**config.mk**
```make
export PLATFORM = sky130hd
export DESIGN_NAME = lcdt_line_timing
export DESIGN_NICKNAME = d
export VERILOG_FILES = /design/src/rtl/lcdt_pkg.sv /design/src/rtl/lcdt_regs.sv /design/src/rtl/lcdt_ctrl.sv /design/src/rtl/lcdt_dp.sv /design/src/rtl/lcdt_line_timing.sv
export SDC_FILE = /design/constraint.sdc
export NUM_CORES = 1
export LEC_CHECK = 0
export BUFFER_PORTS_ARGS = -buffer_cell sky130_fd_sc_hd__buf_2
export CAP_MARGIN = 20
export CORE_MARGIN = 4
export CORE_UTILIZATION = 55
export CTS_CLUSTER_DIAMETER = 100
export DETAILED_ROUTE_END_ITERATION = 12
export PLACE_DENSITY_LB_ADDON = 0.3
export SLEW_MARGIN = 20
export SYNTH_ARGS = -nofsm -noshare
export SYNTH_HDL_FRONTEND = slang
export SYNTH_SLANG_ARGS = --single-unit
```
**constraint.sdc**
```tcl
create_clock -name clk -period 5.6 [get_ports clk]
set_clock_uncertainty 0.05 [all_clocks]
set_input_delay 1.4 -clock clk [delete_from_list [all_inputs] [get_ports clk]]
set_output_delay 1.4 -clock clk [all_outputs]
set_load 0.005 [all_outputs]
```
**src/rtl/lcdt_pkg.sv**
```systemverilog
package lcdt_pkg;

  // Register addresses
  localparam logic [2:0] ADDR_VSIZE_LO = 3'd0;
  localparam logic [2:0] ADDR_VSIZE_HI = 3'd1;
  localparam logic [2:0] ADDR_PULSE    = 3'd2;
  localparam logic [2:0] ADDR_BLANK    = 3'd3;
  localparam logic [2:0] ADDR_MODE     = 3'd4;

  localparam int FIELD_W    = 5;
  localparam int UNIT_SHIFT = 3;  // 8-pixel units
  localparam int PULSE_BIAS = 2;
  localparam int BLANK_BIAS = 4;

  // Strobes from control to datapath
  typedef struct packed {
    logic lineEnd;
    logic frameEnd;
    logic frameHead;
  } lcdtStrobeT;

endpackage

```
**src/rtl/lcdt_regs.sv**
```systemverilog
module lcdt_regs
  import lcdt_pkg::*;
#(
  parameter int          LN_W      = 10,
  parameter logic [9:0]  DEF_VSIZE = 10'd3,
  parameter logic [4:0]  DEF_PULSE = 5'd0,
  parameter logic [4:0]  DEF_BLANK = 5'd0,
  parameter logic        DEF_TFT   = 1'b1
) (
  input  logic               clk,
  input  logic               rstN,
  input  logic               regWrEn,
  input  logic [2:0]         regAddr,
  input  logic [7:0]         regWrData,
  output logic [7:0]         regRdData,
  output logic [LN_W-1:0]    liveVsize,
  output logic [FIELD_W-1:0] livePulse,
  output logic [FIELD_W-1:0] liveBlank,
  output logic               liveTft,
  output logic               cfgError
);

  localparam int HI_W = LN_W - 8;

  always_ff @(posedge clk or negedge rstN) begin
    if (!rstN) begin
      liveVsize <= LN_W'(DEF_VSIZE);
      livePulse <= DEF_PULSE;
      liveBlank <= DEF_BLANK;
      liveTft   <= DEF_TFT;
      cfgError  <= (DEF_PULSE > DEF_BLANK);
    end else begin
      if (regWrEn) begin
        unique case (regAddr)
          ADDR_VSIZE_LO: liveVsize[7:0]      <= regWrData;
          ADDR_VSIZE_HI: liveVsize[LN_W-1:8] <= regWrData[HI_W-1:0];
          ADDR_PULSE:    livePulse           <= regWrData[FIELD_W-1:0];
          ADDR_BLANK:    liveBlank           <= regWrData[FIELD_W-1:0];
          ADDR_MODE:     liveTft             <= regWrData[0];
          default: ;
        endcase
      end
      // registered error flag, computed from next-state values
      cfgError <= (nextPulse > nextBlank);
    end
  end

  logic [FIELD_W-1:0] nextPulse;
  logic [FIELD_W-1:0] nextBlank;

  always_comb begin
    nextPulse = livePulse;
    nextBlank = liveBlank;
    if (regWrEn && regAddr == ADDR_PULSE) nextPulse = regWrData[FIELD_W-1:0];
    if (regWrEn && regAddr == ADDR_BLANK) nextBlank = regWrData[FIELD_W-1:0];
  end

  always_comb begin
    regRdData = 8'h00;
    unique case (regAddr)
      ADDR_VSIZE_LO: regRdData = liveVsize[7:0];
      ADDR_VSIZE_HI: regRdData[HI_W-1:0] = liveVsize[LN_W-1:8];
      ADDR_PULSE:    regRdData[FIELD_W-1:0] = livePulse;
      ADDR_BLANK:    regRdData[FIELD_W-1:0] = liveBlank;
      ADDR_MODE:     regRdData[0] = liveTft;
      default:       regRdData = 8'h00;
    endcase
  end

endmodule

```
**src/rtl/lcdt_ctrl.sv**
```systemverilog
module lcdt_ctrl
  import lcdt_pkg::*;
#(
  parameter int PX_W = 12,
  parameter int LN_W = 10
) (
  input  logic            clk,
  input  logic            rstN,
  input  logic [PX_W-1:0] lineLen,
  input  logic [LN_W-1:0] vsize,
  output logic [PX_W-1:0] pixelX,
  output logic [LN_W-1:0] lineY,
  output lcdtStrobeT      strb
);

  always_comb begin
    strb.lineEnd   = (pixelX == lineLen - PX_W'(1));
    strb.frameEnd  = strb.lineEnd && (lineY == vsize);
    strb.frameHead = (pixelX == '0) && (lineY == '0);
  end

  always_ff @(posedge clk or negedge rstN) begin
    if (!rstN) begin
      pixelX <= '0;
      lineY  <= '0;
    end else if (strb.lineEnd) begin
      pixelX <= '0;
      lineY  <= strb.frameEnd ? '0 : lineY + LN_W'(1);
    end else begin
      pixelX <= pixelX + PX_W'(1);
    end
  end

endmodule

```
**src/rtl/lcdt_dp.sv**
```systemverilog
module lcdt_dp
  import lcdt_pkg::*;
#(
  parameter int          ACT_W     = 11,
  parameter int          PX_W      = 12,
  parameter int          LN_W      = 10,
  parameter logic [9:0]  DEF_VSIZE = 10'd3,
  parameter logic [4:0]  DEF_PULSE = 5'd0,
  parameter logic [4:0]  DEF_BLANK = 5'd0,
  parameter logic        DEF_TFT   = 1'b1
) (
  input  logic               clk,
  input  logic               rstN,
  input  lcdtStrobeT         strb,
  input  logic [PX_W-1:0]    pixelX,
  input  logic [ACT_W-1:0]   activeWidth,
  input  logic [LN_W-1:0]    liveVsize,
  input  logic [FIELD_W-1:0] livePulse,
  input  logic [FIELD_W-1:0] liveBlank,
  input  logic               liveTft,
  output logic [PX_W-1:0]    lineLen,
  output logic [LN_W-1:0]    shVsize,
  output logic               dataEn,
  output logic               linePulse,
  output logic               frameStart
);

  logic [FIELD_W-1:0] shPulse;
  logic [FIELD_W-1:0] shBlank;
  logic               shTft;
  logic [ACT_W-1:0]   shAct;

  always_ff @(posedge clk or negedge rstN) begin
    if (!rstN) begin
      shVsize <= LN_W'(DEF_VSIZE);
      shPulse <= DEF_PULSE;
      shBlank <= DEF_BLANK;
      shTft   <= DEF_TFT;
      shAct   <= '0;
    end else if (strb.frameEnd) begin
      shVsize <= liveVsize;
      shPulse <= livePulse;
      shBlank <= liveBlank;
      shTft   <= liveTft;
      shAct   <= {activeWidth[ACT_W-1:UNIT_SHIFT], {UNIT_SHIFT{1'b0}}};
    end
  end

  logic [PX_W-1:0] actPx;
  logic [PX_W-1:0] blankPx;
  logic [PX_W-1:0] pulseLead;
  logic [PX_W-1:0] pulseTail;

  always_comb begin
    actPx     = PX_W'(shAct);
    blankPx   = PX_W'(shBlank + FIELD_W'(BLANK_BIAS)) << UNIT_SHIFT;
    lineLen   = actPx + blankPx;
    pulseLead = actPx + (PX_W'(PX_W'(shPulse) + PX_W'(PULSE_BIAS)) << UNIT_SHIFT);
    pulseTail = pulseLead + PX_W'(1 << UNIT_SHIFT);
  end

  assign dataEn     = (pixelX < actPx);
  assign linePulse  = shTft && (pixelX >= pulseLead) && (pixelX < pulseTail);
  assign frameStart = strb.frameHead;

endmodule

```
**src/rtl/lcdt_line_timing.sv**
```systemverilog
module lcdt_line_timing
  import lcdt_pkg::*;
#(
  parameter int          ACT_W     = 11,
  parameter logic [9:0]  DEF_VSIZE = 10'd3,
  parameter logic [4:0]  DEF_PULSE = 5'd0,
  parameter logic [4:0]  DEF_BLANK = 5'd0,
  parameter logic        DEF_TFT   = 1'b1,
  localparam int         PX_W      = ACT_W + 1,
  localparam int         LN_W      = 10
) (
  input  logic             clk,
  input  logic             rstN,
  input  logic             regWrEn,
  input  logic [2:0]       regAddr,
  input  logic [7:0]       regWrData,
  output logic [7:0]       regRdData,
  input  logic [ACT_W-1:0] activeWidth,
  output logic             dataEn,
  output logic             linePulse,
  output logic             frameStart,
  output logic             cfgError,
  output logic [PX_W-1:0]  pixelX,
  output logic [LN_W-1:0]  lineY
);

  logic [LN_W-1:0]    liveVsize;
  logic [FIELD_W-1:0] livePulse;
  logic [FIELD_W-1:0] liveBlank;
  logic               liveTft;
  logic [PX_W-1:0]    lineLen;
  logic [LN_W-1:0]    shVsize;
  lcdtStrobeT         strb;

  lcdt_regs #(
    .LN_W(LN_W), .DEF_VSIZE(DEF_VSIZE), .DEF_PULSE(DEF_PULSE),
    .DEF_BLANK(DEF_BLANK), .DEF_TFT(DEF_TFT)
  ) u_regs (
    .clk(clk), .rstN(rstN), .regWrEn(regWrEn), .regAddr(regAddr),
    .regWrData(regWrData), .regRdData(regRdData), .liveVsize(liveVsize),
    .livePulse(livePulse), .liveBlank(liveBlank), .liveTft(liveTft),
    .cfgError(cfgError)
  );

  lcdt_ctrl #(.PX_W(PX_W), .LN_W(LN_W)) u_ctrl (
    .clk(clk), .rstN(rstN), .lineLen(lineLen), .vsize(shVsize),
    .pixelX(pixelX), .lineY(lineY), .strb(strb)
  );

  lcdt_dp #(
    .ACT_W(ACT_W), .PX_W(PX_W), .LN_W(LN_W), .DEF_VSIZE(DEF_VSIZE),
    .DEF_PULSE(DEF_PULSE), .DEF_BLANK(DEF_BLANK), .DEF_TFT(DEF_TFT)
  ) u_dp (
    .clk(clk), .rstN(rstN), .strb(strb), .pixelX(pixelX),
    .activeWidth(activeWidth), .liveVsize(liveVsize), .livePulse(livePulse),
    .liveBlank(liveBlank), .liveTft(liveTft), .lineLen(lineLen),
    .shVsize(shVsize), .dataEn(dataEn), .linePulse(linePulse),
    .frameStart(frameStart)
  );

endmodule

```
==> impl_metrics.ini, run 1 <==
[status]
status = finished clean

[pwr]
pwr_density_cell_nw_per_um2 = 207
irDropWorstVdd_v = 0.000200
leakage_nw = 2.71

[clocking]
numCtsBuffers = 9
hold_buffers = 0
insertion_delay_ns = 0.35
root_buffer = clkbuf_8
clock_path_buffers = 2
cts_tree = yes
clk_pin_slew_ns = 0.08
clock_sinks = 73
htreeDepth = 3

[layout]
nets = 636
seq_area_um2 = 1830
drive_above_1_share_pct = 23.7
multi_input_area_um2 = 2970
fillers = 733
finish.utilization_pct = 63.4
n_antenna_cell = 0
area_growth_pct = 11.0

[synth]
netlist_area_um2 = 5050
ys_warn_count = 0
ys_ff_latch = 73
ys_async_sr_fraction_pct = 100
seq_area_frac_synth_pct = 36.3
synth-edff-count = 0
netlist-cell-type-count = 53
syn_inst = 499
synth_nets = 582
synth_area_per_cell_um2 = 10.1
synth_ff_type = dfrtp_1

[timing]
worstMarginPinSlew_ns = 1.04
finalCriticalPeriod_ns = 5.30
period_share_pct = 94.7
holdWs_ns = 0.480
hold_viol = 0
setup_viol = 0
rsz0062_at_grt = no
slew_headroom_pct = 30.5
slew_viol_final = 0
fmax_ghz = 0.189
fin_tns_setup_ns = 0
finalWorstSetupSlack_ns = 0.297

[routing]
viasPerCell = 5.76
wirelength_mm = 10.9
first_iter_violations = 154
vias = 3834
wl_per_cell_um = 16.4
dr.pass1.iters = 4
antenna_left = 0
route.detailed.drc = 0

[floorplanning]
fp.dieH_um = 104
start_util_pct = 57.1
io_pins = 59
fp.dieArea_um2 = 10800
die_x_um = 104
fp-row-count = 34
core_area_um2 = 8850

[grt]
grt_pass1_wl_mm = 18.6
grt_pass1_vias = 3895
antenna_found_initial = 0
grt_max_degree = 47
track_usage_pct = 20.8
overflow = 0

[setup_path]
required_ns = 4.15
arrival_ns = 3.85
start_kind = flip-flop
cp_max_fo = 5
endpoint_kind = output pin
criticalPathCategory = flip-flop to output pin

[placement]
pre_cts_ws_ns = 0.554
dp_hpwl_mm = 8.42
routabilityCongestion = 0.874
portBuffers = 55

[min_path]
hp-class = flip-flop to flip-flop

[run]
maxCapViolations = 0
## state kept, by name, indices dropped and copies added (netlist names)
name	cells
u_ctrl.lineY	10
u_ctrl.pixelX	12
u_dp.shAct	8
u_dp.shBlank	5
u_dp.shPulse	5
u_dp.shTft	1
u_dp.shVsize	10
u_regs.cfgError	1
u_regs.liveBlank	5
u_regs.livePulse	5
u_regs.liveTft	1
u_regs.liveVsize	10
## cell usage after synthesis, drive strengths merged, types with 3 or more instances
library cell	count	share of area [%]
a21oi	11	1.1
nand4	6	1.0
nand2	10	0.74
dfstp	6	3.1
a21o	5	0.74
nand2b	11	1.4
nand3	24	2.4
clkbuf	5	0.37
nor3	10	1.2
a211oi	4	0.69
xnor2	34	5.9
nor2b	8	1.0
a22oi	3	0.45
o21a	5	0.74
buf	10	1.5
o21ai	39	3.9
ha	56	14
nor4	7	0.87
dfrtp	67	33
nor2	30	2.2
and3	11	1.4
inv	44	3.3
xor2	15	2.6
and2	4	0.49
mux2i	4	0.79
o31ai	3	0.54
mux2	42	9.4
## final timing paths
path | cells after the start | to | slack, ns | startpoint
max reg2reg | 12 | u_dp.shBlank[2] | 1.57 | u_dp.shAct[4]
min reg2reg | 1 | u_regs.liveVsize[7] | 0.48 | u_regs.liveVsize[7]
min in group asynchronous | 1 | u_ctrl.pixelX[7] | 1.01 | rstN
min | 1 | u_regs.liveVsize[7] | 0.48 | u_regs.liveVsize[7]
max | 14 | linePulse | 0.30 | u_dp.shPulse[1]
max in group asynchronous | 2 | u_dp.shPulse[1] | 3.47 | rstN
## per-layer routing
metal | track usage, % | routed length, µm | vias to the layer above
met5 | 0 | 0 | -
met4 | 6.93 | 217 | 0
met3 | 4.59 | 406 | 15
met2 | 34.6 | 5360 | 83
met1 | 26.9 | 4950 | 1873
li1 | - | - | 1863
## kinds of logic (layout without fill, tap and decap cells)
kind of cell,after synthesis,after routing,synth area share (%)
compound gates,81,81,9.90
xor+xnor,49,49,8.49
buf+inv,59,118,5.17
fa+ha+maj,58,58,14.7
flops,73,73,36.3
simple gates,131,131,14.5
mux,48,48,11.0
## power breakdown
part | leakage (nW) | internal [mW] | switching [mW]
Combinational | 1.70 | 0.0727 | 0.0650
Sequential | 0.905 | 0.568 | 0.0291
Clock | 0.100 | 0.221 | 0.203
Total | 2.71 | 0.862 | 0.297
## repair_timing
item                       4_1_cts  5_1_grt
gates resized for setup          0        2
setup buffers                    0        0
setup endpoints to repair        0        1
## worst max-delay path, stage by stage (launching register included)
cell and delay (ns):
dfrtp_1 0.40, ha_1 0.32, ha_1 0.38, xor2_1 0.27
inv_1 0.11, nor3_1 0.26, and3_1 0.25, xnor2_1 0.14
ha_1 0.25, o21ai_0 0.08, a21oi_1 0.06, o311a_1 0.30
a2111oi_1 0.37, o31a_1 0.22, buf_2 0.11
## cells in the final DEF (no fill, tap or decap), types with 6 or more instances in the layout
cell / instances
a21oi_1: 11
and3_1: 11
buf_2: 55
clkbuf_8: 10
dfrtp_1: 67
dfstp_2: 6
ha_1: 56
inv_1: 44
mux2_2: 42
nand2_1: 10
nand2b_1: 11
nand3_1: 24
nor2_1: 30
nor2b_1: 7
nor3_1: 8
nor4_1: 6
o21ai_0: 38
xnor2_1: 34
xor2_1: 15
## layout make-up
type	count	share of cell area (%)
clock buffers	11	2.52
flip-flops and latches	73	32.7
multi-input cells	367	53.0
repair buffers	58	5.31
inverters	44	2.94
clock inverters	5	1.14
well taps	108	2.41
## metrics by stage
| step | power [mW] | cells | instance area [µm²] |
|---|---|---|---|
| 6_report | 1.16 | 666 | 5610 |
| 5_1_grt | 1.22 | 666 | 5610 |
| 4_1_cts | 1.17 | 666 | 5600 |
| 3_5_place_dp | 0.745 | 650 | 5400 |
| 3_3_place_gp | 0.738 | 650 | 5400 |
| 2_1_floorplan | 0.684 | 499 | 5050 |
No activity file was read; power rests on OpenSTA's default activity.
==> run 2, diff against run 1 <==
--- a/config.mk
+++ b/config.mk
@@ -11,6 +11,8 @@
 export CORE_UTILIZATION = 55
 export CTS_CLUSTER_DIAMETER = 100
 export DETAILED_ROUTE_END_ITERATION = 12
+export HOLD_SLACK_MARGIN = 0.08
+export MAX_ROUTING_LAYER = met4
 export PLACE_DENSITY_LB_ADDON = 0.3
 export SLEW_MARGIN = 20
 export SYNTH_ARGS = -nofsm -noshare
==> run 2 against run 1 <==
Net effect:
- sequential cell count unchanged
- power is 3.2% lower
- clock power shrank 8.7%
==> impl_metrics.ini, run 2 (synthesis gave the netlist of run 1 again) <==
[layout]
finish.utilization_pct = 63.2
layout_common_cells = 67 x dfrtp_1, 56 x ha_1, 55 x buf_2
top_register = u_ctrl.pixelX
layout_commonest_cell = dfrtp_1
fillers = 747
nets = 636
largest_reg_flops = 12
n_antenna_cell = 0
final_cell_area_um2 = 5590
drive_above_1_share_pct = 23.8
area_growth_pct = 10.6

[grt]
antenna_found_initial = 0
overflow = 0
track_usage_pct = 22.1
grt_max_degree = 47
grt_pass1_vias = 3920
grt_pass1_wl_mm = 19.1

[timing]
slew_headroom_pct = 32.9
fmax_ghz = 0.187
finalWorstSetupSlack_ns = 0.262
hold_viol = 0
holdWs_ns = 0.480
finalCriticalPeriod_ns = 5.34
worstMarginPinSlew_ns = 1.00
setup_viol = 0
period_share_pct = 95.3
slew_viol_final = 0

[routing]
route.detailed.drc = 0
viasPerCell = 5.74
antenna_left = 0
wl_per_cell_um = 16.9
wirelength_mm = 11.3
dr.pass1.iters = 4
vias = 3822
first_iter_violations = 134

[floorplanning]
die_x_um = 104
fp.dieArea_um2 = 10800
fp.dieH_um = 104
fp-row-count = 34
start_util_pct = 57.1
io_pins = 59
core_area_um2 = 8850

[pwr]
sw_frac_of_total_pct = 27.3
power.switching_mw = 0.306
p_comb_share_pct = 12.2
internal_power_mw = 0.816
irDropWorstVdd_v = 0.000164
pwr_density_cell_nw_per_um2 = 201
leakage_nw = 2.70
p_clk_share_pct = 34.6
seqPwrFrac_pct = 53.3

[setup_path]
start_kind = flip-flop
critPathBufInv = 1
arrival_ns = 3.89
path_common_cell = ha_1
path_cells = ha_1 -> ha_1 -> a211oi_1 -> nor2_1 -> o31a_1 -> nor3_4 -> nand3_1 -> nor3_1 -> xor2_1 -> ha_1 -> o311a_1 -> a2111oi_2 -> o31a_1 -> buf_2
endpoint_kind = output pin
slowest_stage = dfrtp_1
criticalPathCategory = flip-flop to output pin
cp_max_fo = 5
cp_top_family = compound AO/OA/AOI/OAI gates
max_stage_delay_ns = 0.41
required_ns = 4.15

[placement]
routabilityCongestion = 0.879
pre_cts_ws_ns = 0.481
portBuffers = 55
dp_hpwl_mm = 8.52
place_area_um2 = 5400

[clocking]
cts_tree = yes
insertion_delay_ns = 0.36
hold_buffers = 0
htreeDepth = 3
clk_pin_slew_ns = 0.08
numCtsBuffers = 9
clock_sinks = 73
root_buffer = clkbuf_8
clock_path_buffers = 2

[status]
status = finished clean

[run]
maxCapViolations = 0

[min_path]
hp-class = flip-flop to flip-flop
run 2: cell types whose count changed in the layout (fill, tap and decap cells not counted):
cell | previous run | this run
a2111oi_2 | 0 | 1
bufinv_16 | 1 | 0
a2111oi_1 | 1 | 0
clkinv_2 | 0 | 1
run 2: power groups by stage:
stage | combinational [mW] | sequential, mW | clock [mW]
global placement | 0.134 | 0.605 | 0
global route | 0.153 | 0.603 | 0.416
floorplan | 0.0893 | 0.595 | 0
finish | 0.136 | 0.597 | 0.388
detailed placement | 0.136 | 0.607 | 0
CTS | 0.138 | 0.597 | 0.394
run 2: worst paths after layout:
check | startpoint | to | slack (ns) | depth (start not counted)
max reg2reg | u_dp.shAct[4] | u_dp.shPulse[4] | 1.59 | 12
max in group asynchronous | rstN | u_regs.liveBlank[0] | 3.45 | 2
min reg2reg | u_regs.liveVsize[6] | u_dp.shVsize[6] | 0.48 | 1
min in group asynchronous | rstN | u_ctrl.pixelX[0] | 1.01 | 1
max | u_dp.shPulse[1] | linePulse | 0.26 | 14
min | u_regs.liveVsize[6] | u_dp.shVsize[6] | 0.48 | 1
run 2: per-stage QoR:
stage / power [mW] / std cells / setup TNS [ns]
finish: 1.12 / 666 / 0
floorplan: 0.684 / 499 / 0
global route: 1.17 / 666 / -0.00630
global placement: 0.739 / 650 / 0
detailed placement: 0.743 / 650 / 0
CTS: 1.13 / 666 / 0
run 2: cell type report:
cell class	count	area [µm²]	area share [%]
clock buffer	11	141	2.53
clock inverter	5	38.8	0.694
inverter	44	165	2.95
multi-input combinational	367	2980	53.3
sequential	73	1830	32.8
tap	108	135	2.42
timing repair buffer	58	298	5.33
run 2: timing repair:
item                                    4_1_cts  5_1_grt
buffers inserted                              0        0
endpoints found under the setup margin        0        1
gates resized for setup                       0        3
run 2: metal layers:
layer	GRT usage (%)	part of all wire, %	wire length, µm
met4	7.22	1.8	197
met1	28.2	45	5060
met3	3.29	4.8	536
met5	-	0	0
met2	36.4	49	5460
==> run 3, diff against run 2 <==
--- a/config.mk
+++ b/config.mk
@@ -8,9 +8,10 @@
 export BUFFER_PORTS_ARGS = -buffer_cell sky130_fd_sc_hd__buf_2
 export CAP_MARGIN = 20
 export CORE_MARGIN = 4
-export CORE_UTILIZATION = 55
+export CORE_UTILIZATION = 54
 export CTS_CLUSTER_DIAMETER = 100
 export DETAILED_ROUTE_END_ITERATION = 12
+export GPL_TIMING_DRIVEN = 0
 export HOLD_SLACK_MARGIN = 0.08
 export MAX_ROUTING_LAYER = met4
 export PLACE_DENSITY_LB_ADDON = 0.3
==> constraint.sdc (replaced) <==
create_clock -name clk -period 4.75 [get_ports clk]
set_clock_uncertainty 0.05 [all_clocks]
set_input_delay 1.1875 -clock clk [delete_from_list [all_inputs] [get_ports clk]]
set_output_delay 1.1875 -clock clk [all_outputs]
set_load 0.005 [all_outputs]
==> run 3 against run 2 <==
Net effect:
- the run now ends with setup timing left
- global-route usage is 1.0 points higher
- combinational power is 20% higher
- routed wire length is 7.3% higher
==> impl_metrics.ini, run 3 (synthesis gave the netlist of run 1 again) <==
[layout]
largest_reg_flops = 12
top_register = u_ctrl.pixelX
area_growth_pct = 17.4
drive_above_1_share_pct = 29.5
nets = 658
layout_commonest_cell = dfrtp_1
final_cell_area_um2 = 5930
n_antenna_cell = 0
layout_common_cells = 67 x dfrtp_1, 58 x buf_2, 54 x ha_1

[clocking]
clk_pin_slew_ns = 0.08
numCtsBuffers = 9
htreeDepth = 3
cts_tree = yes
root_buffer = clkbuf_8
hold_buffers = 0
clock_path_buffers = 2
insertion_delay_ns = 0.36
clock_sinks = 73

[routing]
wirelength_mm = 12.1
viasPerCell = 5.74
vias = 3966
wl_per_cell_um = 17.5
dr.pass1.iters = 5
route.detailed.drc = 0
antenna_left = 0
first_iter_violations = 216

[timing]
slew_headroom_pct = 49.3
finalCriticalPeriod_ns = 4.83
fmax_ghz = 0.207
slew_viol_final = 0
worstMarginPinSlew_ns = 0.756
rsz0062_at_grt = yes
setup_viol = 1
hold_viol = 0
finalWorstSetupSlack_ns = -0.0804
period_share_pct = 102
fin_tns_setup_ns = -0.0804

[floorplanning]
core_area_um2 = 9200
fp-row-count = 35
start_util_pct = 55.0
fp.dieH_um = 105
io_pins = 59
fp.dieArea_um2 = 11000
die_x_um = 105

[status]
status = complete, but fails checks
failed_checks = setup timing

[setup_path]
endpoint_kind = output pin
start_kind = flip-flop
criticalPathCategory = flip-flop to output pin
cp_max_fo = 7
required_ns = 3.51
arrival_ns = 3.59

[run]
maxCapViolations = 0

[pwr]
finalPower_mw = 1.42
pwr_density_cell_nw_per_um2 = 239
irDropWorstVdd_v = 0.000257
leakage_nw = 2.84

[grt]
track_usage_pct = 23.2
grt_pass1_vias = 4019
grt_max_degree = 52
antenna_found_initial = 0
grt_pass1_wl_mm = 19.8
overflow = 0

[placement]
portBuffers = 54
routabilityCongestion = 0.895
dp_hpwl_mm = 8.88
pre_cts_ws_ns = 0.0522
place_area_um2 = 5490

[min_path]
hp-class = flip-flop to flip-flop
## run 3: through the flow
step / cells / hold WS, ns / util, %
6_report: 691 / 0.472 / 64.5
5_1_grt: 691 / 0.510 / 64.5
4_1_cts: 687 / 0.473 / 63.5
3_5_place_dp: 665 / 0.460 / 59.7
3_3_place_gp: 664 / 0.459 / 59.4
2_1_floorplan: 499 / 0.429 / -
## run 3: area by class of cell
type	instances	area [µm²]
clock buffer	10	128
inverter	44	165
timing repair buffer	65	375
clock inverter	6	91.3
sequential	73	1830
tap	111	139
multi-input combinational	367	3100
fill	718	3260
buffer	15	96.3
## run 3: per-layer routing
layer  track usage (%)  vias to the layer above  share of wire [%]
li1                  -                     1911                  -
met5                 -                        -                  0
met4              6.56                        0                2.3
met1              27.7                     1945                 43
met2              39.9                       91                 51
met3              4.51                       19                3.7
## run 3: worst paths after layout
kind	endpoint	cells after the start	from	slack [ns]
setup / recovery	linePulse	18	u_dp.shPulse[2]	-0.08
hold / removal	u_dp.shVsize[6]	1	u_regs.liveVsize[6]	0.47
setup reg to reg	u_dp.shPulse[3]	13	u_dp.shAct[4]	1.26
hold reg to reg	u_dp.shVsize[6]	1	u_regs.liveVsize[6]	0.47
max in group asynchronous	u_dp.shVsize[0]	2	rstN	3.37
min in group asynchronous	u_ctrl.pixelX[9]	1	rstN	0.68
## run 3: what timing repair did
item,CTS,global route
setup endpoints to repair,1,1
gates resized for setup,19,12
buffers inserted,6,4
pin swaps,6,8
## run 3: worst max-delay path: stages (launching register included)
cell,delay [ns]
dfrtp_1,0.41
ha_2,0.19
xor2_1,0.16
ha_1,0.33
buf_4,0.16
o21ai_0,0.17
o21bai_1,0.10
a21oi_2,0.13
buf_4,0.15
xnor2_4,0.16
inv_1,0.08
nand3_1,0.11
xnor2_1,0.13
ha_1,0.25
o21a_1,0.11
o311a_1,0.14
a2111oi_4,0.19
o31a_1,0.17
buf_2,0.10
## run 3: power by group
part	internal (mW)	switching [mW]	total (mW)	leakage, nW
combinational	0.0882	0.0746	0.163	1.82
clock	0.299	0.249	0.548	0.111
sequential	0.669	0.0379	0.707	0.905
